### config.mk
export PLATFORM = sky130hd
export DESIGN_NAME = seed_resp
export DESIGN_NICKNAME = d
export VERILOG_FILES = /design/src/rtl/seed_resp_pkg.sv /design/src/rtl/seed_parser.sv /design/src/rtl/seed_summer.sv /design/src/rtl/reply_seq.sv /design/src/rtl/seed_resp.sv
export SDC_FILE = /design/constraint.sdc
export NUM_CORES = 1
export LEC_CHECK = 0
export ABC_AREA = 1
export ABC_CLOCK_PERIOD_IN_PS = 7200
export BUFFER_PORTS_ARGS = -buffer_cell sky130_fd_sc_hd__buf_2
export CAP_MARGIN = 25
export CORE_MARGIN = 5
export CORE_UTILIZATION = 53
export CTS_CLUSTER_DIAMETER = 50
export CTS_CLUSTER_SIZE = 12
export DETAILED_ROUTE_END_ITERATION = 12
export PLACE_DENSITY_LB_ADDON = 0.12
export SYNTH_ARGS = -nofsm -noshare
export SYNTH_HDL_FRONTEND = slang
export SYNTH_SLANG_ARGS = --single-unit
### constraint.sdc
create_clock -name clk -period 7.2 [get_ports clk]
set_input_delay 0.72 -clock clk [delete_from_list [all_inputs] [get_ports clk]]
set_output_delay 0.72 -clock clk [all_outputs]
set_load 0.02 [all_outputs]
### src/rtl/seed_resp_pkg.sv
package seed_resp_pkg;

    localparam logic [7:0]  LEAD_SEED = 8'h56;
    localparam logic [7:0]  LEAD_PATH = 8'h44;
    localparam logic [7:0]  PATH_END  = 8'h0A;
    localparam logic [7:0]  REPLY_HDR = 8'h5A;
    localparam logic [8:0]  SUM_BIAS  = 9'h040;
    localparam logic [15:0] MASK_A    = 16'h00FF;

    typedef enum logic [2:0] {
        P_IDLE,
        P_SEED,
        P_PATH,
        P_ARM1,
        P_ARM2
    } parse_st_e;

endpackage

### src/rtl/seed_parser.sv
module seed_parser
    import seed_resp_pkg::*;
#(
    parameter int         NUM_SEEDS = 10,
    parameter int         SEED_W    = 16,
    parameter logic [7:0] ACK_BYTE  = 8'h5A
) (
    input  logic                                clk,
    input  logic                                rst_n,
    input  logic                                in_valid,
    input  logic [7:0]                          in_data,
    input  logic                                busy,
    output logic [NUM_SEEDS*SEED_W-1:0]         msg_bytes,
    output logic                                reply_go
);
    localparam int MSG_BYTES = NUM_SEEDS * (SEED_W / 8);
    localparam int CNT_W     = $clog2(MSG_BYTES + 1);

    typedef struct packed {
        parse_st_e                  st;
        logic [CNT_W-1:0]           cnt;
        logic [MSG_BYTES-1:0][7:0]  store;
    } pstate_t;

    pstate_t q, d;
    logic    go_d;

    always_comb begin
        d    = q;
        go_d = 1'b0;
        if (in_valid && !busy) begin
            case (q.st)
                P_IDLE: begin
                    if (in_data == LEAD_SEED) begin
                        d.st  = P_SEED;
                        d.cnt = '0;
                    end else if (in_data == LEAD_PATH) begin
                        d.st = P_PATH;
                    end
                end
                P_SEED: begin
                    d.store[q.cnt] = in_data;
                    if (q.cnt == CNT_W'(MSG_BYTES - 1)) begin
                        d.st  = P_ARM1;
                        d.cnt = '0;
                    end else begin
                        d.cnt = q.cnt + 1'b1;
                    end
                end
                P_PATH: begin
                    if (in_data == PATH_END) d.st = P_IDLE;
                end
                P_ARM1: begin
                    if (in_data == ACK_BYTE) begin
                        go_d = 1'b1;
                        d.st = P_ARM2;
                    end
                end
                P_ARM2: begin
                    if (in_data == ACK_BYTE) begin
                        go_d = 1'b1;
                        d.st = P_IDLE;
                    end
                end
                default: d.st = P_IDLE;
            endcase
        end
    end

    always_ff @(posedge clk) begin
        if (!rst_n) begin
            q.st    <= P_IDLE;
            q.cnt   <= '0;
            q.store <= '0;
        end else begin
            q <= d;
        end
    end

    assign msg_bytes = q.store;
    assign reply_go  = go_d;

    AST_CNT_RANGE: assert property (@(posedge clk) disable iff (!rst_n)
        q.cnt < CNT_W'(MSG_BYTES));
    AST_CNT_IDLE_ZERO: assert property (@(posedge clk) disable iff (!rst_n)
        (q.st != P_SEED) |-> (q.cnt == '0));
    AST_IDLE_NO_GO: assert property (@(posedge clk) disable iff (!rst_n)
        (q.st == P_IDLE) |-> !reply_go);
    AST_GO_LEAVES_ARM: assert property (@(posedge clk) disable iff (!rst_n)
        reply_go |=> (q.st == P_ARM2 || q.st == P_IDLE));
    AST_FROZEN_BUSY: assert property (@(posedge clk) disable iff (!rst_n)
        busy |=> $stable(q.st));

endmodule

### src/rtl/seed_summer.sv
module seed_summer
    import seed_resp_pkg::*;
#(
    parameter int          NUM_SEEDS = 10,
    parameter int          SEED_W    = 16,
    parameter logic [15:0] CFG_WORD  = 16'h021F
) (
    input  logic [NUM_SEEDS*SEED_W-1:0]  msg_bytes,
    output logic [4*SEED_W-1:0]          payload
);
    localparam int          BPS    = SEED_W / 8;
    localparam logic [15:0] MASK_B = CFG_WORD ^ MASK_A;

    logic [NUM_SEEDS-1:0][SEED_W-1:0] seeds;
    logic [1:0][SEED_W-1:0]           sums;

    for (genvar g = 0; g < NUM_SEEDS; g++) begin : g_seed
        assign seeds[g] = msg_bytes[g*SEED_W +: SEED_W];
    end

    always_comb begin
        sums = '0;
        for (int i = 0; i < NUM_SEEDS; i++) begin
            if (MASK_A[i]) sums[0] = sums[0] + seeds[i];
            if (MASK_B[i]) sums[1] = sums[1] + seeds[i];
        end
    end

    for (genvar s = 0; s < 2; s++) begin : g_sum
        for (genvar k = 0; k < BPS; k++) begin : g_byte
            logic [8:0] biased;
            logic [7:0] half;
            logic [7:0] rest;
            assign biased = {1'b0, sums[s][k*8 +: 8]} + SUM_BIAS;
            assign half   = biased[8:1];
            assign rest   = biased[7:0] - half;
            assign payload[((s*BPS + k)*2)*8 +: 8]     = half;
            assign payload[((s*BPS + k)*2 + 1)*8 +: 8] = rest;
        end
    end

endmodule

### src/rtl/reply_seq.sv
module reply_seq
    import seed_resp_pkg::*;
#(
    parameter int PAYLOAD_BYTES = 8
) (
    input  logic                          clk,
    input  logic                          rst_n,
    input  logic                          go,
    input  logic [PAYLOAD_BYTES*8-1:0]    payload,
    input  logic                          out_ready,
    output logic                          out_valid,
    output logic [7:0]                    out_data
);
    localparam int SEL_W = $clog2(PAYLOAD_BYTES);

    typedef struct packed {
        logic             active;
        logic             hdr;
        logic [SEL_W-1:0] sel;
    } rstate_t;

    rstate_t q, d;
    logic [PAYLOAD_BYTES-1:0][7:0] pl;

    assign pl = payload;

    always_comb begin
        d = q;
        if (q.active && out_ready) begin
            if (q.hdr) begin
                d.hdr = 1'b0;
                d.sel = '0;
            end else if (q.sel == SEL_W'(PAYLOAD_BYTES - 1)) begin
                d.active = 1'b0;
            end else begin
                d.sel = q.sel + 1'b1;
            end
        end
        if (go) begin
            d.active = 1'b1;
            d.hdr    = 1'b1;
            d.sel    = '0;
        end
    end

    always_ff @(posedge clk) begin
        if (!rst_n) begin
            q <= '0;
        end else begin
            q <= d;
        end
    end

    assign out_valid = q.active;
    assign out_data  = q.hdr ? REPLY_HDR : pl[q.sel];

    AST_OUT_HOLD: assert property (@(posedge clk) disable iff (!rst_n)
        (out_valid && !out_ready) |=> (out_valid && $stable(out_data)));
    AST_HDR_LEADS: assert property (@(posedge clk) disable iff (!rst_n)
        $rose(out_valid) |-> (out_data == REPLY_HDR));
    AST_NO_RESTART: assert property (@(posedge clk) disable iff (!rst_n)
        q.active |-> !go);

endmodule

### src/rtl/seed_resp.sv
module seed_resp
    import seed_resp_pkg::*;
#(
    parameter int          NUM_SEEDS = 10,
    parameter int          SEED_W    = 16,
    parameter logic [15:0] CFG_WORD  = 16'h021F,
    parameter logic [7:0]  ACK_BYTE  = 8'h5A
) (
    input  logic        clk,
    input  logic        rst_n,
    input  logic        in_valid,
    input  logic [7:0]  in_data,
    output logic        out_valid,
    output logic [7:0]  out_data,
    input  logic        out_ready
);
    localparam int PAYLOAD_BYTES = 4 * (SEED_W / 8);

    logic [NUM_SEEDS*SEED_W-1:0] msg_bytes;
    logic [PAYLOAD_BYTES*8-1:0]  payload;
    logic                        reply_go;
    logic                        busy;

    assign busy = out_valid;

    seed_parser #(
        .NUM_SEEDS (NUM_SEEDS),
        .SEED_W    (SEED_W),
        .ACK_BYTE  (ACK_BYTE)
    ) u_parser (
        .clk       (clk),
        .rst_n     (rst_n),
        .in_valid  (in_valid),
        .in_data   (in_data),
        .busy      (busy),
        .msg_bytes (msg_bytes),
        .reply_go  (reply_go)
    );

    seed_summer #(
        .NUM_SEEDS (NUM_SEEDS),
        .SEED_W    (SEED_W),
        .CFG_WORD  (CFG_WORD)
    ) u_summer (
        .msg_bytes (msg_bytes),
        .payload   (payload)
    );

    reply_seq #(
        .PAYLOAD_BYTES (PAYLOAD_BYTES)
    ) u_seq (
        .clk       (clk),
        .rst_n     (rst_n),
        .go        (reply_go),
        .payload   (payload),
        .out_ready (out_ready),
        .out_valid (out_valid),
        .out_data  (out_data)
    );

    AST_RESET_QUIET: assert property (@(posedge clk)
        !rst_n |=> !out_valid);

endmodule

# Word level (Yosys, flattened, before mapping)

Cells that the tools add are included.

Output and inout bits: 9
Input port bits: 12
Register bits: 173

Multiplexer cells: 25
Bitwise operators: 1
Reduce and logical (&&, ||, !) cells: 15
Add/sub/neg operators: 20
Eq/ne operators: 18
Magnitude comparators: 3

Operator list:

| operator                                                           | count |
|---|---|
| adder 16 bit                                                       | 10 |
| bitwise mux 160 bit                                                | 1 |
| demux 8 bit (select 5 bit)                                         | 1 |
| adder 8 x 7 -> 9 bit (second input constant)                       | 4 |
| subtractor 8 bit                                                   | 4 |
| binary-select mux 8 bit (select 3 bit)                             | 1 |
| equality test 8 x 7 -> 1 bit (second input constant)               | 3 |
| 2-to-1 mux 3 bit                                                   | 8 |
| 2-to-1 mux 8 bit                                                   | 3 |
| 2-to-1 mux 5 bit                                                   | 4 |
| case mux 3 bit (5 select lines)                                    | 1 |
| != test 2 x 1 -> 1 bit (second input constant)                     | 6 |
| case mux 5 bit (2 select lines)                                    | 1 |
| equality test 8 x 4 -> 1 bit (second input constant)               | 1 |
| equality test 3 x 2 -> 1 bit (second input constant)               | 2 |
| equality test 3 bit (second input constant)                        | 2 |
| < comparator 5 x 6 -> 1 bit (second input constant)                | 1 |
| AND reduction 3 bit                                                | 2 |
| AND reduction 6 bit                                                | 1 |
| nonzero test 2 bit                                                 | 3 |
| adder 5 x 1 -> 5 bit (second input constant)                       | 1 |
| equality test 5 bit (second input constant)                        | 1 |
| greater-or-equal comparator 5 x 1 -> 1 bit (second input constant) | 1 |
| 2-to-1 mux 1 bit                                                   | 5 |
| other kinds (11)                                                   | 15 |

# Logic depth before layout (Yosys ltp)

Depth in word-level cells: 12
Mapped depth: 32
Mapped depth without buffers: 32

# Cells and area by module

From an unflattened synthesis, not the netlist that was laid out.

Cells, all modules: 1918
Area, all modules: 14689.1 um2

By module, submodules not included:

| module      | times used | area an instance (um2) | cells an instance | sequential area each (um2) |
|---|---|---|---|---|
| seed_parser | 1          | 7325.8                 | 848               | 3363.2 |
| seed_summer | 1          | 6378.6                 | 867               | 0.0 |
| reply_seq   | 1          | 984.7                  | 203               | 100.1 |

# Worst setup path after synthesis

Ideal clock, no wire load.

Path type: reg-to-output
Start: register u_parser.q (netlist bit u_parser.msg_bytes[2])
End: output port out_data[5]
Path buffers: 0
Data required time: 6.480 ns
Stages on the path, launching flop included: 27
Slack: 1.508 ns
Arrival: 4.972 ns
Cells stage by stage: dfxtp_1 inv_1 fa_1 inv_1 fa_1 fa_1 inv_1 fa_1 inv_1 ha_1 fa_1 nand3_1 nand3_2 nand2_1 nand3b_1 nand2_2 inv_2 ha_1 a21oi_1 nand2_2 nand3_1 nand2_1 nand2_1 nand3_1 o211ai_1 nand2_1 a21oi_1

Word-level cells in the longest chain between the ends: 12
Elaborated cells between the ends (all ways): 14
Those cells by class: add/sub (11); mux (3)

Ends and longest elaborated chain:

| what                                     | line              | source |
|---|---|---|
| start: declaration                       | seed_parser.sv:25 | `pstate_t q, d;` |
| adder 16 bit * (7 in a row)              | seed_summer.sv:24 | `if (MASK_A[i]) sums[0] = sums[0] + seeds[i];` |
| adder 8 x 7 -> 9 bit                     | seed_summer.sv:34 | `assign biased = {1'b0, sums[s][k*8 +: 8]} + SUM_BIAS;` |
| subtractor 8 bit                         | seed_summer.sv:36 | `assign rest = biased[7:0] - half;` |
| binary-select mux 8 bit (select 3 bit) * | reply_seq.sv:55   | `assign out_data = q.hdr ? REPLY_HDR : pl[q.sel];` |
| 2-to-1 mux 8 bit (implied by the code) * | reply_seq.sv:55   |  |
| 2-to-1 mux 8 bit *                       | reply_seq.sv:55   |  |
| end: declaration                         | seed_resp.sv:14   | `output logic [7:0] out_data,` |

Mark *: on every way between the ends. The rest lies on a longest branch, timed or not. The select of a mux whose other input is x is not followed.

# Worst setup path after layout

Start: register u_parser.q (netlist bit u_parser.msg_bytes[85])
End: output port out_data[2]

Word-level cells in the longest chain between the ends: 8
Elaborated cells between the ends (all ways): 13
Those cells by class: add/sub (10); mux (3)

Ends and longest elaborated chain:

| what                                         | line |
|---|---|
| adder 16 bit (on tied branches) (3 in a row) | seed_summer.sv:24, seed_summer.sv:25 |
| adder 8 x 7 -> 9 bit                         | seed_summer.sv:34 |
| subtractor 8 bit                             | seed_summer.sv:36 |
| binary-select mux 8 bit (select 3 bit) *     | reply_seq.sv:55 |
| 2-to-1 mux 8 bit (implied by the code) *     | reply_seq.sv:55 |
| 2-to-1 mux 8 bit *                           | reply_seq.sv:55 |

Marks and branches as above.

==> qor.yml <==
outcome: "completed"
synth_cells: 1564
ant_nets: 0
tns_ps: 0
r2r_end: "u_parser.msg_bytes[2]$_SDFFE_PN0P_"
syn_area_um2: 12100
dieArea_um2: 25900
postCtsSetupBuffers: 0
post_cts_resized: 0
final_cell_mix: "inv_1 (319), a21oi_1 (194), nand2_1 (187), o21ai_0 (168), dfxtp_1 (157)"
slew_headroom_pct: 32.0
start_kind: "register"
dr.pass1.iters: 5
yosysSeqAreaShare_pct: 26.0
cts_tree: "done"
path_common_cell: "inv_1"
clk_latency_ps: 430
max_slew.worst_pin.slew_ps: 1020
drive_gt1_share_pct: 6.66
cts.clk_slew.worst_paths_ps: 70
power.density_nw_per_um2: 158
antenna_cells: 0
cp-startpoint: "u_parser.msg_bytes[85]$_SDFFE_PN0P_"
synth-edff-count: 0
r2r_slack_ps: 4660
layout.nets: 1752
route.met2.wl_um: 12900
fin_crit_ps: 6500
p_leak_nw: 6.05
grtUsageTotal_pct: 22.7
cp-endpoint: "out_data[2]"
synthesis.nets: 1765
cp_data_required_time_ps: 6480
area_growth_pct: 6.65
timing.final.crit_share_pct: 90.3
cap_violations: 0
synth_seq_cells: 157
ir_worst_vdd_v: 0.000152
critPathMaxStageDelay_ps: 550
arrival_ps: 5780
io_pins: 21
ys.flop_type: "dfxtp_1"
die_height_um: 161
synthArstFlopShare_pct: 0
finalPower_mw: 2.03
dp_hpwl_um: 22000
max_freq_ghz: 0.154
core_area_um2: 22600
wl_met3_um: 1100
rows: 55
holdCritPathClass: "reg2reg"
met1_length_um: 14300
grt_pass1_wl_um: 47700
clock_skew_ps: 10.1
dr.first_iter.drc_count: 671
fill_cells: 2160
cts_made_buffers: 17
cts_root_buffer: "clkbuf_16"
via_count: 9720
r2r_cells: 7
path_cells: "inv_1 > fa_1 > inv_1 > fa_1 > fa_1 > inv_1 > fa_1 > inv_1 > ha_1 > nand2_1 > nor2_1 > a21oi_1 > xor2_1 > inv_1 > ha_1 > inv_1 > fa_1 > xnor2_1 > o21ai_0 > o221ai_1 > a21oi_1 > buf_2"
report.final.slew_viol_count: 0
worstSetupPathType: "reg2out"
dieWidth_um: 161
clockBufferDepth: 2
floorplan.initialDensity_pct: 53.6
clock_sinks: 157
htreeDepth: 4
rsz0062_at_grt: "no"
endpoint_kind: "primary output"
grt_max_degree: 80
viasPerCell: 5.26
dpl_cell_area_um2: 12300
place.gp.congestion: 0.918
grt_pass1_vias: 9168
fin_cells: 1847
topRoutingLayerUsed: "met4"
yosys_warnings: 0
portBuffers: 20
drc: 0
path_max_fanout: 5
wl_per_cell_um: 15.5
wl_um: 28700
final_area_um2: 12900
cp_slowest_cell: "fa_1"
layout_commonest_cell: "inv_1"
worstReg2RegStart: "u_seq.out_valid$_SDFFE_PN0P_"
final-setup-viol-count: 0
syn_area_per_cell_um2: 7.74
dpl.cell_count: 1815
hold_viol_final: 0
grt_antenna_before_repair: 0
synth_cell_types: 50
holdBufCountCts: 0
hold_path_depth: 2
overflow: 0
## Yosys cell counts, drive strengths merged, types with 13 or more instances
cell    count  share of area (%)
nor3       14               0.62
nor2       98                3.3
clkbuf     34                1.1
a211oi     13               0.81
dfxtp     157                 26
nand3      49                2.2
a21oi     196                8.2
o21ai     180                7.5
xor2       21                1.6
nand2     198                6.4
ha         68                7.0
inv       327                 10
fa        121                 20
buf        23                1.0
## stage by stage
step                      setup WS (ps)  utilization (%)  hold WS, ps
after floorplan                    1510                -          485
after global placement             1130             54.5          507
after detailed placement           1170             54.6          512
after CTS                           679             57.1          523
after global routing                315             57.2          550
final                               696             57.2          520
## final cells by class
| cell class | count | area [um2] | area share (%) |
|---|---|---|---|
| Tap cell | 285 | 357 | 2.76 |
| Clock buffer | 19 | 453 | 3.51 |
| Clock inverter | 11 | 111 | 0.863 |
| Multi-Input combinational cell | 1018 | 7440 | 57.7 |
| Sequential cell | 157 | 3140 | 24.4 |
| Inverter | 332 | 1250 | 9.66 |
| Timing Repair Buffer | 25 | 148 | 1.14 |
## state kept, by name, indices dropped and copies added, names as in the netlist
name                flops
u_parser.msg_bytes    144
u_parser.q              8
u_seq.out_valid         1
u_seq.q                 4
## worst min path at each step
| stage | from | endpoint | slack, ps |
|---|---|---|---|
| final | u_seq.out_valid$_SDFFE_PN0P_ | u_seq.out_valid$_SDFFE_PN0P_ | 520 |
| after global routing | u_parser.q[160]$_SDFFE_PN0P_ | u_parser.q[160]$_SDFFE_PN0P_ | 550 |
| after CTS | u_seq.out_valid$_SDFFE_PN0P_ | u_seq.out_valid$_SDFFE_PN0P_ | 520 |
| after global placement | u_seq.out_valid$_SDFFE_PN0P_ | u_seq.out_valid$_SDFFE_PN0P_ | 510 |
| after floorplan | u_parser.q[160]$_SDFFE_PN0P_ | u_parser.q[160]$_SDFFE_PN0P_ | 490 |
| after detailed placement | u_seq.out_valid$_SDFFE_PN0P_ | u_seq.out_valid$_SDFFE_PN0P_ | 510 |
## critical path, delay by kind of cell, from the launching register on
kind                     cells  cell delay (ps)
AO/OA/AOI/OAI                4              680
XOR/XNOR                     2              320
adder cells (fa/ha/maj)      7             3020
buffers and inverters        7              630
flip-flops                   1              420
AND/OR/NAND/NOR              2              290
## where the power goes
group	switching [mW]	internal (mW)	total (mW)
clock network	0.380	0.495	0.876
registers	0.0110	0.882	0.893
logic	0.176	0.0879	0.264
## logic make-up after synthesis
| kind of cell | count (synthesis) | synth area share, % |
|---|---|---|
| adder cells (fa/ha/maj) | 189 | 27.1 |
| buffers and inverters | 389 | 12.5 |
| XOR/XNOR | 31 | 2.37 |
| AND/OR/NAND/NOR | 382 | 13.7 |
| AO/OA/AOI/OAI | 416 | 18.4 |
| flip-flops | 157 | 26.0 |
## per-layer routing
layer / GRT usage (%) / vias to the layer above
met4: 4.54 / 0
met5: 0 / -
met2: 36.0 / 190
met3: 3.09 / 24
li1: - / 4943
met1: 33.7 / 4563
Power figures use the tool's default switching activity.
